==> config.mk <==
export PLATFORM = sky130hd
export DESIGN_NAME = slot_access_ctrl
export DESIGN_NICKNAME = d
export VERILOG_FILES = /design/src/rtl/sac_pkg.sv /design/src/rtl/sac_lfsr.sv /design/src/rtl/sac_prob_table.sv /design/src/rtl/sac_streak.sv /design/src/rtl/slot_access_ctrl.sv
export SDC_FILE = /design/constraint.sdc
export NUM_CORES = 1
export LEC_CHECK = 0
export ABC_AREA = 1
export BUFFER_PORTS_ARGS = -buffer_cell sky130_fd_sc_hd__buf_2
export CAP_MARGIN = 20
export CORE_MARGIN = 2
export CORE_UTILIZATION = 61
export CTS_BUF_LIST = sky130_fd_sc_hd__clkbuf_16
export DETAILED_ROUTE_END_ITERATION = 8
export PLACE_DENSITY = 0.86
export SYNTH_ARGS = -nofsm -noshare
export SYNTH_HDL_FRONTEND = slang
export SYNTH_SLANG_ARGS = --single-unit
==> constraint.sdc <==
create_clock -name clk -period 2.8 [get_ports clk]
set_input_delay 0.28 -clock clk [delete_from_list [all_inputs] [get_ports clk]]
set_output_delay 0.28 -clock clk [all_outputs]
set_load 0.01 [all_outputs]
==> src/rtl/sac_pkg.sv <==
package sac_pkg;

    localparam int OUT_W   = 2;
    localparam int IDX_W   = OUT_W + 1;
    localparam int ENTRIES = 1 << IDX_W;

    typedef enum logic [OUT_W-1:0] {
        FB_IDLE    = 2'd0,
        FB_BUSY    = 2'd1,
        FB_SUCCESS = 2'd2,
        FB_FAILURE = 2'd3
    } outcome_t;

    typedef enum logic [1:0] {
        ST_OFF  = 2'd0,
        ST_WAIT = 2'd1,
        ST_SEND = 2'd2
    } node_state_t;

endpackage

==> src/rtl/sac_lfsr.sv <==
module sac_lfsr #(
    parameter int               W    = 16,
    parameter logic [W-1:0]     TAPS = 16'hB400,
    parameter logic [W-1:0]     SEED = 16'hACE1
) (
    input  logic         clk,
    input  logic         rst_n,
    input  logic         adv_i,
    output logic [W-1:0] sample_o
);

    logic [W-1:0] s_q;
    logic [W-1:0] s_next;

    always_comb begin
        if (s_q[0]) s_next = (s_q >> 1) ^ TAPS;
        else        s_next = s_q >> 1;
    end

    always_ff @(posedge clk or negedge rst_n) begin
        if (!rst_n)     s_q <= SEED;
        else if (adv_i) s_q <= s_next;
    end

    assign sample_o = s_q;

endmodule

==> src/rtl/sac_prob_table.sv <==
module sac_prob_table
    import sac_pkg::*;
#(
    parameter int PROB_W     = 16,
    parameter bit BUSY_GUARD = 1'b1
) (
    input  logic              clk,
    input  logic              rst_n,
    input  logic              lock_i,
    input  logic              we_i,
    input  logic [IDX_W-1:0]  waddr_i,
    input  logic [PROB_W-1:0] wdata_i,
    input  logic [IDX_W-1:0]  ridx_i,
    output logic [PROB_W-1:0] thr_o
);

    logic [PROB_W-1:0] tab_q [ENTRIES];
    logic [PROB_W-1:0] raw;

    always_ff @(posedge clk or negedge rst_n) begin
        if (!rst_n) begin
            for (int i = 0; i < ENTRIES; i++) tab_q[i] <= '0;
        end else if (we_i && !lock_i) begin
            tab_q[waddr_i] <= wdata_i;
        end
    end

    assign raw = tab_q[ridx_i];

    generate
        if (BUSY_GUARD) begin : g_guard
            always_comb begin
                if (ridx_i[OUT_W-1:0] == FB_BUSY) thr_o = '0;
                else                              thr_o = raw;
            end
        end else begin : g_plain
            assign thr_o = raw;
        end
    endgenerate

endmodule

==> src/rtl/sac_streak.sv <==
module sac_streak #(
    parameter int STREAK_W = 4
) (
    input  logic                clk,
    input  logic                rst_n,
    input  logic                clr_i,
    input  logic                step_i,
    input  logic                hit_i,
    output logic [STREAK_W-1:0] count_o
);

    localparam logic [STREAK_W-1:0] MAXV = {STREAK_W{1'b1}};

    logic [STREAK_W-1:0] cnt_q;

    always_ff @(posedge clk or negedge rst_n) begin
        if (!rst_n)       cnt_q <= '0;
        else if (clr_i)   cnt_q <= '0;
        else if (step_i) begin
            if (!hit_i)             cnt_q <= '0;
            else if (cnt_q != MAXV) cnt_q <= cnt_q + 1'b1;
        end
    end

    assign count_o = cnt_q;

endmodule

==> src/rtl/slot_access_ctrl.sv <==
module slot_access_ctrl
    import sac_pkg::*;
#(
    parameter int                PROB_W     = 16,
    parameter int                STREAK_W   = 4,
    parameter logic [PROB_W-1:0] LFSR_TAPS  = 16'hB400,
    parameter logic [PROB_W-1:0] LFSR_SEED  = 16'hACE1,
    parameter bit                BUSY_GUARD = 1'b1
) (
    input  logic                clk,
    input  logic                rst_n,
    input  logic                enable,
    input  logic                cfg_we,
    input  logic [IDX_W-1:0]    cfg_addr,
    input  logic [PROB_W-1:0]   cfg_wdata,
    input  logic                slot_tick,
    input  logic                pending,
    input  logic [OUT_W-1:0]    fb_i,
    output logic                tx_o,
    output logic [STREAK_W-1:0] streak_o
);

    node_state_t       state_q, state_d;
    logic              active;
    logic              adv;
    logic              draw;
    logic              won;
    logic [IDX_W-1:0]  pair_idx;
    logic [PROB_W-1:0] sample;
    logic [PROB_W-1:0] thr;

    assign active   = (state_q != ST_OFF);
    assign adv      = active && enable && slot_tick;
    assign pair_idx = {state_q == ST_SEND, fb_i};
    assign draw     = pending && (sample < thr);

    sac_lfsr #(
        .W    (PROB_W),
        .TAPS (LFSR_TAPS),
        .SEED (LFSR_SEED)
    ) u_lfsr (
        .clk      (clk),
        .rst_n    (rst_n),
        .adv_i    (adv),
        .sample_o (sample)
    );

    sac_prob_table #(
        .PROB_W     (PROB_W),
        .BUSY_GUARD (BUSY_GUARD)
    ) u_table (
        .clk     (clk),
        .rst_n   (rst_n),
        .lock_i  (enable),
        .we_i    (cfg_we),
        .waddr_i (cfg_addr),
        .wdata_i (cfg_wdata),
        .ridx_i  (pair_idx),
        .thr_o   (thr)
    );

    assign won = (state_q == ST_SEND) && (fb_i == FB_SUCCESS);

    sac_streak #(
        .STREAK_W (STREAK_W)
    ) u_streak (
        .clk     (clk),
        .rst_n   (rst_n),
        .clr_i   (!enable),
        .step_i  (adv),
        .hit_i   (won),
        .count_o (streak_o)
    );

    // next-state logic
    always_comb begin
        state_d = state_q;
        unique case (state_q)
            ST_OFF: begin
                if (enable) state_d = ST_WAIT;           // arm
            end
            ST_WAIT, ST_SEND: begin
                if (!enable)        state_d = ST_OFF;    // disarm
                else if (slot_tick) state_d = draw ? ST_SEND : ST_WAIT;
            end
            default: state_d = ST_OFF;
        endcase
    end

    // state register
    always_ff @(posedge clk or negedge rst_n) begin
        if (!rst_n) state_q <= ST_OFF;
        else        state_q <= state_d;
    end

    // outputs
    always_comb begin
        unique case (state_q)
            ST_SEND: tx_o = 1'b1;
            default: tx_o = 1'b0;
        endcase
    end

endmodule

==> results of run 1 <==
==> stage by stage <==
step                instance area (µm²)  worst slack (ps)  cells
floorplan                          6960               436    823
global placement                   7300               522    969
detailed placement                 7300               470    969
CTS                                7880               547   1002
global route                       7880               328   1002
finish                             7880               518   1002
==> cell type report <==
| type | instances | share of cell area |
|---|---|---|
| sequential | 148 | 0.471 |
| multi-input combinational | 563 | 0.358 |
| clock buffer | 17 | 0.0540 |
| timing repair buffer | 55 | 0.0468 |
| inverter | 61 | 0.0291 |
| tap | 143 | 0.0227 |
| clock inverter | 15 | 0.0179 |
==> placed cells by master (no fill, tap or decap), types with 3 or more instances in the layout <==
master / n
sky130_fd_sc_hd__inv_2: 3
sky130_fd_sc_hd__dfstp_2: 8
sky130_fd_sc_hd__o21ai_1: 3
sky130_fd_sc_hd__o21ai_0: 179
sky130_fd_sc_hd__clkinv_1: 4
sky130_fd_sc_hd__a21oi_1: 36
sky130_fd_sc_hd__inv_1: 60
sky130_fd_sc_hd__o22ai_1: 15
sky130_fd_sc_hd__nand3_1: 12
sky130_fd_sc_hd__nand2_1: 180
sky130_fd_sc_hd__buf_4: 21
sky130_fd_sc_hd__nor2_1: 70
sky130_fd_sc_hd__o211ai_1: 30
sky130_fd_sc_hd__ha_1: 19
sky130_fd_sc_hd__inv_6: 3
sky130_fd_sc_hd__dfrtp_1: 140
sky130_fd_sc_hd__buf_2: 30
sky130_fd_sc_hd__clkbuf_16: 17
==> power groups by stage <==
stage,Combinational [mW],Clock (mW),Sequential (mW)
3_3_place_gp,1.36,0,2.96
2_1_floorplan,1.06,0,2.88
4_1_cts,1.49,2.19,2.96
3_5_place_dp,1.45,0,2.99
6_report,1.50,2.20,2.98
5_1_grt,1.71,2.29,3.02
==> metal layers <==
| metal | GRT usage | vias to the layer above | wire length [µm] |
|---|---|---|---|
| li1 | - | 2791 | - |
| met2 | 0.494 | 379 | 8940 |
| met5 | 0 | - | 0 |
| met1 | 0.412 | 2951 | 7320 |
| met4 | 0.162 | 0 | 701 |
| met3 | 0.0776 | 66 | 1770 |
==> synthesized netlist by cell type (2+ instances only) <==
library cell,number
sky130_fd_sc_hd__a211oi_1,2
sky130_fd_sc_hd__a21oi_1,36
sky130_fd_sc_hd__buf_1,2
sky130_fd_sc_hd__buf_2,8
sky130_fd_sc_hd__clkbuf_1,39
sky130_fd_sc_hd__clkbuf_2,2
sky130_fd_sc_hd__dfrtp_1,140
sky130_fd_sc_hd__dfstp_2,8
sky130_fd_sc_hd__ha_1,19
sky130_fd_sc_hd__inv_1,58
sky130_fd_sc_hd__inv_2,3
sky130_fd_sc_hd__nand2_1,180
sky130_fd_sc_hd__nand3_1,12
sky130_fd_sc_hd__nor2_1,70
sky130_fd_sc_hd__nor3_1,2
sky130_fd_sc_hd__nor3_2,2
sky130_fd_sc_hd__o211ai_1,30
sky130_fd_sc_hd__o21ai_0,179
sky130_fd_sc_hd__o21ai_1,3
sky130_fd_sc_hd__o22ai_1,15
sky130_fd_sc_hd__xnor2_1,2
==> worst register-to-register path, stage by stage (launching register included) <==
cell and delay (ps):
sky130_fd_sc_hd__dfrtp_1 370, sky130_fd_sc_hd__inv_1 70, sky130_fd_sc_hd__ha_1 210, sky130_fd_sc_hd__buf_4 230, sky130_fd_sc_hd__o211ai_1 140, sky130_fd_sc_hd__o211ai_1 190, sky130_fd_sc_hd__ha_1 330, sky130_fd_sc_hd__nand2_1 70
sky130_fd_sc_hd__o21a_1 190, sky130_fd_sc_hd__o221a_2 230, sky130_fd_sc_hd__nand3_1 80, sky130_fd_sc_hd__nand2_1 60
==> cells by family (layout without fill, tap and decap cells) <==
family / count (synthesis) / count (layout) / share of synthesized area
flops: 148 / 148 / 0.533
fa+ha+maj: 19 / 19 / 0.0341
xor+xnor: 3 / 3 / 0.00377
simple gates: 271 / 271 / 0.155
buf+inv: 112 / 148 / 0.0622
compound gates: 270 / 270 / 0.212
==> how the worst max path moves through the flow <==
stage,start,endpoint,slack [ps],cells after the start
3_5_place_dp,fb_i[1],state_q[1],470,11
3_3_place_gp,fb_i[1],state_q[0],520,14
4_1_cts,state_q[0],state_q[1],550,11
2_1_floorplan,state_q[0],state_q[0],440,15
6_report,state_q[0],state_q[1],520,11
5_1_grt,state_q[0],state_q[0],330,14
==> timing repair <==
| action | CTS | global route |
|---|---|---|
| hold endpoints to repair | 56 | 0 |
| setup endpoints to repair | 0 | 0 |
| hold buffers | 1 | 0 |
| buffers inserted | 0 | 0 |
==> state kept, by name, summed over array words and instances, names as in the netlist <==
name / flops
u_lfsr.sample_o: 16
state_q: 2
u_streak.count_o: 4
u_table.tab_q: 126
==> results_dict.tcl, run 1 <==
set metrics [dict create \
    outcome "finished clean" \
    combined_area_of_the_multi_input_logic_cells_um2 2820 \
    layout.filler_cells 821 \
    grt_setup_unrepaired "false" \
    core_area_um2 11300 \
    tritoncts "yes" \
    final_layout_size_suffix_gt1_frac 0.115 \
    synth.largest_area_cell "sky130_fd_sc_hd__dfrtp_1" \
    antenna_found_initial 0 \
    floorplan.initialDensity 0.618 \
    yosysWarningCount 0 \
    worstHoldPathCells 3 \
    insertedDiodeCount 0 \
    post_drt_via_cell_ratio 6.17 \
    synth_enable_flop_cells 0 \
    cts_buffers 17 \
    timing.fmax_ghz 0.438 \
    timing.critical_path.slowest_stage_cell "sky130_fd_sc_hd__dfrtp_1" \
    reg2regPathDepth 11 \
    synth_top_area_frac 0.503 \
    chipWidth_um 111 \
    postSynth.asyncResetShare 1.00 \
    fin_crit_sh 0.815 \
    peakVddDrop_mv 0.756 \
    routed_wl_um 18700 \
    first_global_vias 6196 \
    cp.buffers_inverters 2 \
    setup.reg_to_reg.worst_slack_ps 520 \
    syn_area_per_cell_um2 8.46 \
    cell_breakdown_of_the_critical_path "inv_1 > ha_1 > buf_4 > o211ai_1 > o211ai_1 > ha_1 > nand2_1 > o21a_1 > o221a_2 > nand3_1 > nand2_1" \
    timing.hold.ws_ps 86.8 \
    h-tree-depth 4 \
    timing.setup.critical_path_class "reg2reg" \
    tritoncts_num_sinks 148 \
    globalRouteTotalUtil 0.316 \
    number_of_max_capacitance_violations_reported 0 \
    timing.final.hold_violations 0 \
    drt_drc_violations_left 0 \
    initialDrtViolationCount 706 \
    finalSetupViolCount 0 \
    hold-path-endpoint "u_table.tab_q[33]" \
    synth_cell_types 32 \
    pwr-share-seq 0.446 \
    num-nets-final 892 \
    mappedNetlistArea_um2 6960 \
    pwr-share-comb 0.225 \
    leakage_nw 3.73 \
    drv_slew 0 \
    worstPathRequired_ps 3110 \
    slew-limit-headroom 0.616 \
    cts.clk_slew.worst_paths_ps 60 \
    cts_root_buf "sky130_fd_sc_hd__clkbuf_16" \
    ys_seq_elements 148 \
    post-layout-total-power_mw 6.68 \
    synth.yosys.seq_area_share 0.533 \
    seq_area_um2 3710 \
    number_of_gates_resized_after_cts 0 \
    die-area_um2 12300 \
    worstPathArrival_ps 2590 \
    startpoint_type "register" \
    y_dimension_of_the_die_um 111 \
    routed_wire_length_per_instance_um 18.7 \
    powerDensity_nw_per_um2 847 \
    setup_total_negative_slack_ps 0 \
    clock_skew_ps 5.16 \
    critPathCaptureType "register" \
    hold_path_class "in2reg" \
    reg2reg_from "state_q[0]" \
    mappedNetlistNets 869 \
    layout_min_cycle_time_ps 2280 \
    io_pins 32 \
    cpLargestDelayFamily "compound AO/OA/AOI/OAI gates" \
    clk_latency_ps 420 \
    clock_power_share 0.329 \
    detailed_route_via_count 6187 \
    drt-pass1-iter-count 5 \
    power.internal_mw 4.54 \
    number_of_cells_produced_by_synthesis 823 \
    synth_to_layout_area_growth_pct 13.2 \
    power_switching_mw 2.14 \
    antenna_left 0 \
    worstHoldStart "cfg_wdata[1]" \
    grt_pass1_wl_um 30600 \
    gp_congestion 0.949 \
    rr_endpoint "state_q[1]" \
    grt_overflow 0 \
    tightestPinTransition_ps 576 \
    grt_start_max_net_pins 79 \
    postLayoutCoreUtil 0.699 \
    cts_max_path_buffers 2 \
    placementRows 39 \
    post_dp_hpwl_um 11800 \
    synth.top_cells.by_area "sky130_fd_sc_hd__dfrtp_1 (50%), sky130_fd_sc_hd__o21ai_0 (13%), sky130_fd_sc_hd__nand2_1 (9.7%)" \
    critPathMaxFanout 25 \
    synth-main-ff-cell "sky130_fd_sc_hd__dfrtp_1" \
    switch_share 0.320 \
    port_buffers 31 \
    critPathMaxStageDelay_ps 370 \
]
Note: power is estimated with default switching activity, not from simulation.
==> run 2, diff against run 1 <==
==> constraint.sdc (replaced) <==
create_clock -name clk -period 2.4 [get_ports clk]
set_input_delay 0.24 -clock clk [delete_from_list [all_inputs] [get_ports clk]]
set_output_delay 0.24 -clock clk [all_outputs]
set_load 0.01 [all_outputs]
==> run 2 against run 1 <==
Wire length is 0.73% lower. Global-route usage is 0.13 points lower. Hold slack worse by 53 ps. Worst setup slack worse by 320 ps. Clock-buffer cell count stayed put. Sequential share of layout area is 0.92 points lower. Sequential power is 17% higher. Cell count is 0.60% higher. Combinational power is 19% higher. Register-to-register slack worse by 320 ps. Clock skew is 1.4 ps lower. Clock power is 28% higher. Critical path type unchanged. Highest routed layer unchanged.
==> results_dict.tcl, run 2 (synthesis results as in run 1) <==
set metrics [dict create \
    power_switching_mw 2.46 \
    combined_area_of_the_multi_input_logic_cells_um2 2840 \
    grt_overflow 0 \
    hold_path_class "in2reg" \
    floorplan.initialDensity 0.618 \
    num-nets-final 899 \
    placementRows 39 \
    finalWorstSetupSlack_ps 199 \
    reg2regPathDepth 14 \
    grt_start_max_net_pins 78 \
    post_dp_hpwl_um 12100 \
    die-area_um2 12300 \
    port_buffers 31 \
    peakVddDrop_mv 0.706 \
    power.internal_mw 5.63 \
    antenna_found_initial 0 \
    mostFrequentLayoutCell "sky130_fd_sc_hd__nand2_1" \
    hold-path-endpoint "u_table.tab_q[45]" \
    synth_to_layout_area_growth_pct 15.4 \
    tritoncts "yes" \
    setup_total_negative_slack_ps 0 \
    cts_root_buf "sky130_fd_sc_hd__clkbuf_16" \
    drv_slew 0 \
    layout_min_cycle_time_ps 2200 \
    worstPathRequired_ps 2720 \
    first_global_vias 6217 \
    timing.critical_path.slowest_stage_cell "sky130_fd_sc_hd__dfrtp_1" \
    post_drt_via_cell_ratio 6.17 \
    powerDensity_nw_per_um2 1010 \
    gp_congestion 0.933 \
    startpoint_type "register" \
    clk_latency_ps 430 \
    insertedDiodeCount 0 \
    chipWidth_um 111 \
    dp_cells 975 \
    finalSetupViolCount 0 \
    cell_breakdown_of_the_critical_path "inv_2 > ha_4 > buf_12 > o211ai_1 > o211ai_1 > ha_1 > nand2_1 > nor2_1 > a211oi_1 > nand2_1 > nand2_1 > nand2_1 > nand2_1 > nand2_1" \
    reg2reg_from "state_q[0]" \
    grt_setup_unrepaired "false" \
    worstHoldStart "cfg_wdata[13]" \
    timing.final.hold_violations 0 \
    outcome "finished clean" \
    routed_wl_um 18600 \
    drt-pass1-iter-count 6 \
    pwr-share-seq 0.431 \
    detailed_route_via_count 6216 \
    h-tree-depth 4 \
    seq_area_um2 3710 \
    cpLargestDelayFamily "compound AO/OA/AOI/OAI gates" \
    cts.clk_slew.worst_paths_ps 60 \
    critical-path-top-cell-by-count "sky130_fd_sc_hd__nand2_1" \
    switch_share 0.304 \
    critPathMaxStageDelay_ps 410 \
    timing.setup.critical_path_class "reg2reg" \
    initialDrtViolationCount 540 \
    grt_pass1_wl_um 30500 \
    clock_power_share 0.348 \
    y_dimension_of_the_die_um 111 \
    layout.filler_cells 819 \
    pwr-share-comb 0.221 \
    cp.buffers_inverters 2 \
    timing.fmax_ghz 0.454 \
    critPathMaxFanout 18 \
    clock_skew_ps 3.78 \
    io_pins 32 \
    cts_buffers 17 \
    routed_wire_length_per_instance_um 18.4 \
    rr_endpoint "state_q[0]" \
    final_layout_size_suffix_gt1_frac 0.124 \
    core_area_um2 11300 \
    dpl_worst_slack_ps 42.6 \
    worstHoldPathCells 3 \
    post-layout-total-power_mw 8.09 \
    globalRouteTotalUtil 0.314 \
    stdcell_count 1008 \
    critPathCaptureType "register" \
    largest_register_ff_count 126 \
    antenna_left 0 \
    number_of_max_capacitance_violations_reported 0 \
    slew-limit-headroom 0.661 \
    layout_common_cells "sky130_fd_sc_hd__nand2_1 (180), sky130_fd_sc_hd__o21ai_0 (179), sky130_fd_sc_hd__dfrtp_1 (140), sky130_fd_sc_hd__nor2_1 (70), sky130_fd_sc_hd__inv_1 (57)" \
    leakage_nw 3.80 \
    worstPathArrival_ps 2520 \
    drt_drc_violations_left 0 \
    cts_max_path_buffers 2 \
    fin_crit_sh 0.917 \
    tritoncts_num_sinks 148 \
    setup.reg_to_reg.worst_slack_ps 200 \
    largest-register "u_table.tab_q" \
    tightestPinTransition_ps 508 \
]
[run 2: cell count changes in the layout (fill, tap and decap cells not counted), moves of 3 or more]
cell	previous run	this run
sky130_fd_sc_hd__buf_4	21	25
sky130_fd_sc_hd__bufinv_16	2	5
sky130_fd_sc_hd__inv_1	60	57
sky130_fd_sc_hd__inv_6	3	0
[run 2: area by class of cell]
class | count | share of cell area
clock buffer | 17 | 0.0529
clock inverter | 14 | 0.0238
inverter | 61 | 0.0285
multi-input combinational | 563 | 0.353
sequential | 148 | 0.462
tap | 143 | 0.0223
timing repair buffer | 62 | 0.0578
[run 2: how the worst max path moves through the flow]
stage | start | endpoint | slack, ps | depth (start not counted)
after global placement | fb_i[1] | state_q[0] | 70 | 14
after floorplan | state_q[0] | state_q[0] | 40 | 15
after global routing | state_q[0] | state_q[0] | 20 | 14
final | state_q[0] | state_q[0] | 200 | 14
after CTS | state_q[0] | state_q[0] | 110 | 14
after detailed placement | fb_i[1] | state_q[0] | 40 | 14
[run 2: what timing repair did]
action | 4_1_cts | 5_1_grt
resized for setup | 0 | 3
hold buffers | 1 | 0
endpoints found under the setup margin | 0 | 1
hold endpoints to repair | 46 | 0
buffers inserted | 0 | 0
[run 2: power groups by stage]
stage                     clock, mW  combinational (mW)  sequential, mW
final                          2.82                1.79            3.48
after floorplan                   0                1.24            3.36
after global placement            0                1.60            3.46
after detailed placement          0                1.70            3.48
after global routing           2.93                2.06            3.53
after CTS                      2.82                1.72            3.46
[run 2: worst reg2reg max path, stage by stage (launching register included)]
cell and delay (ps):
sky130_fd_sc_hd__dfrtp_1 410, sky130_fd_sc_hd__inv_2 100, sky130_fd_sc_hd__ha_4 180, sky130_fd_sc_hd__buf_12 160
sky130_fd_sc_hd__o211ai_1 140, sky130_fd_sc_hd__o211ai_1 140, sky130_fd_sc_hd__ha_1 290, sky130_fd_sc_hd__nand2_1 90
sky130_fd_sc_hd__nor2_1 50, sky130_fd_sc_hd__a211oi_1 200, sky130_fd_sc_hd__nand2_1 80, sky130_fd_sc_hd__nand2_1 80
sky130_fd_sc_hd__nand2_1 60, sky130_fd_sc_hd__nand2_1 60, sky130_fd_sc_hd__nand2_1 50
[run 2: metrics by stage]
stage / cell area (µm²) / utilization / hold slack, ps
after floorplan: 6960 / - / -55.6
after global placement: 7370 / 0.654 / 220
after detailed placement: 7370 / 0.654 / 227
after CTS: 8000 / 0.710 / 28.3
after global routing: 8040 / 0.713 / 56.7
final: 8040 / 0.713 / 33.4
[run 2: layer usage]
| layer | share of wire | global-route usage | up-vias |
|---|---|---|---|
| met1 | 0.39 | 0.413 | 2988 |
| met4 | 0.034 | 0.130 | 0 |
| met5 | 0 | 0 | - |
| met2 | 0.47 | 0.501 | 359 |
| li1 | - | - | 2809 |
| met3 | 0.10 | 0.0820 | 60 |
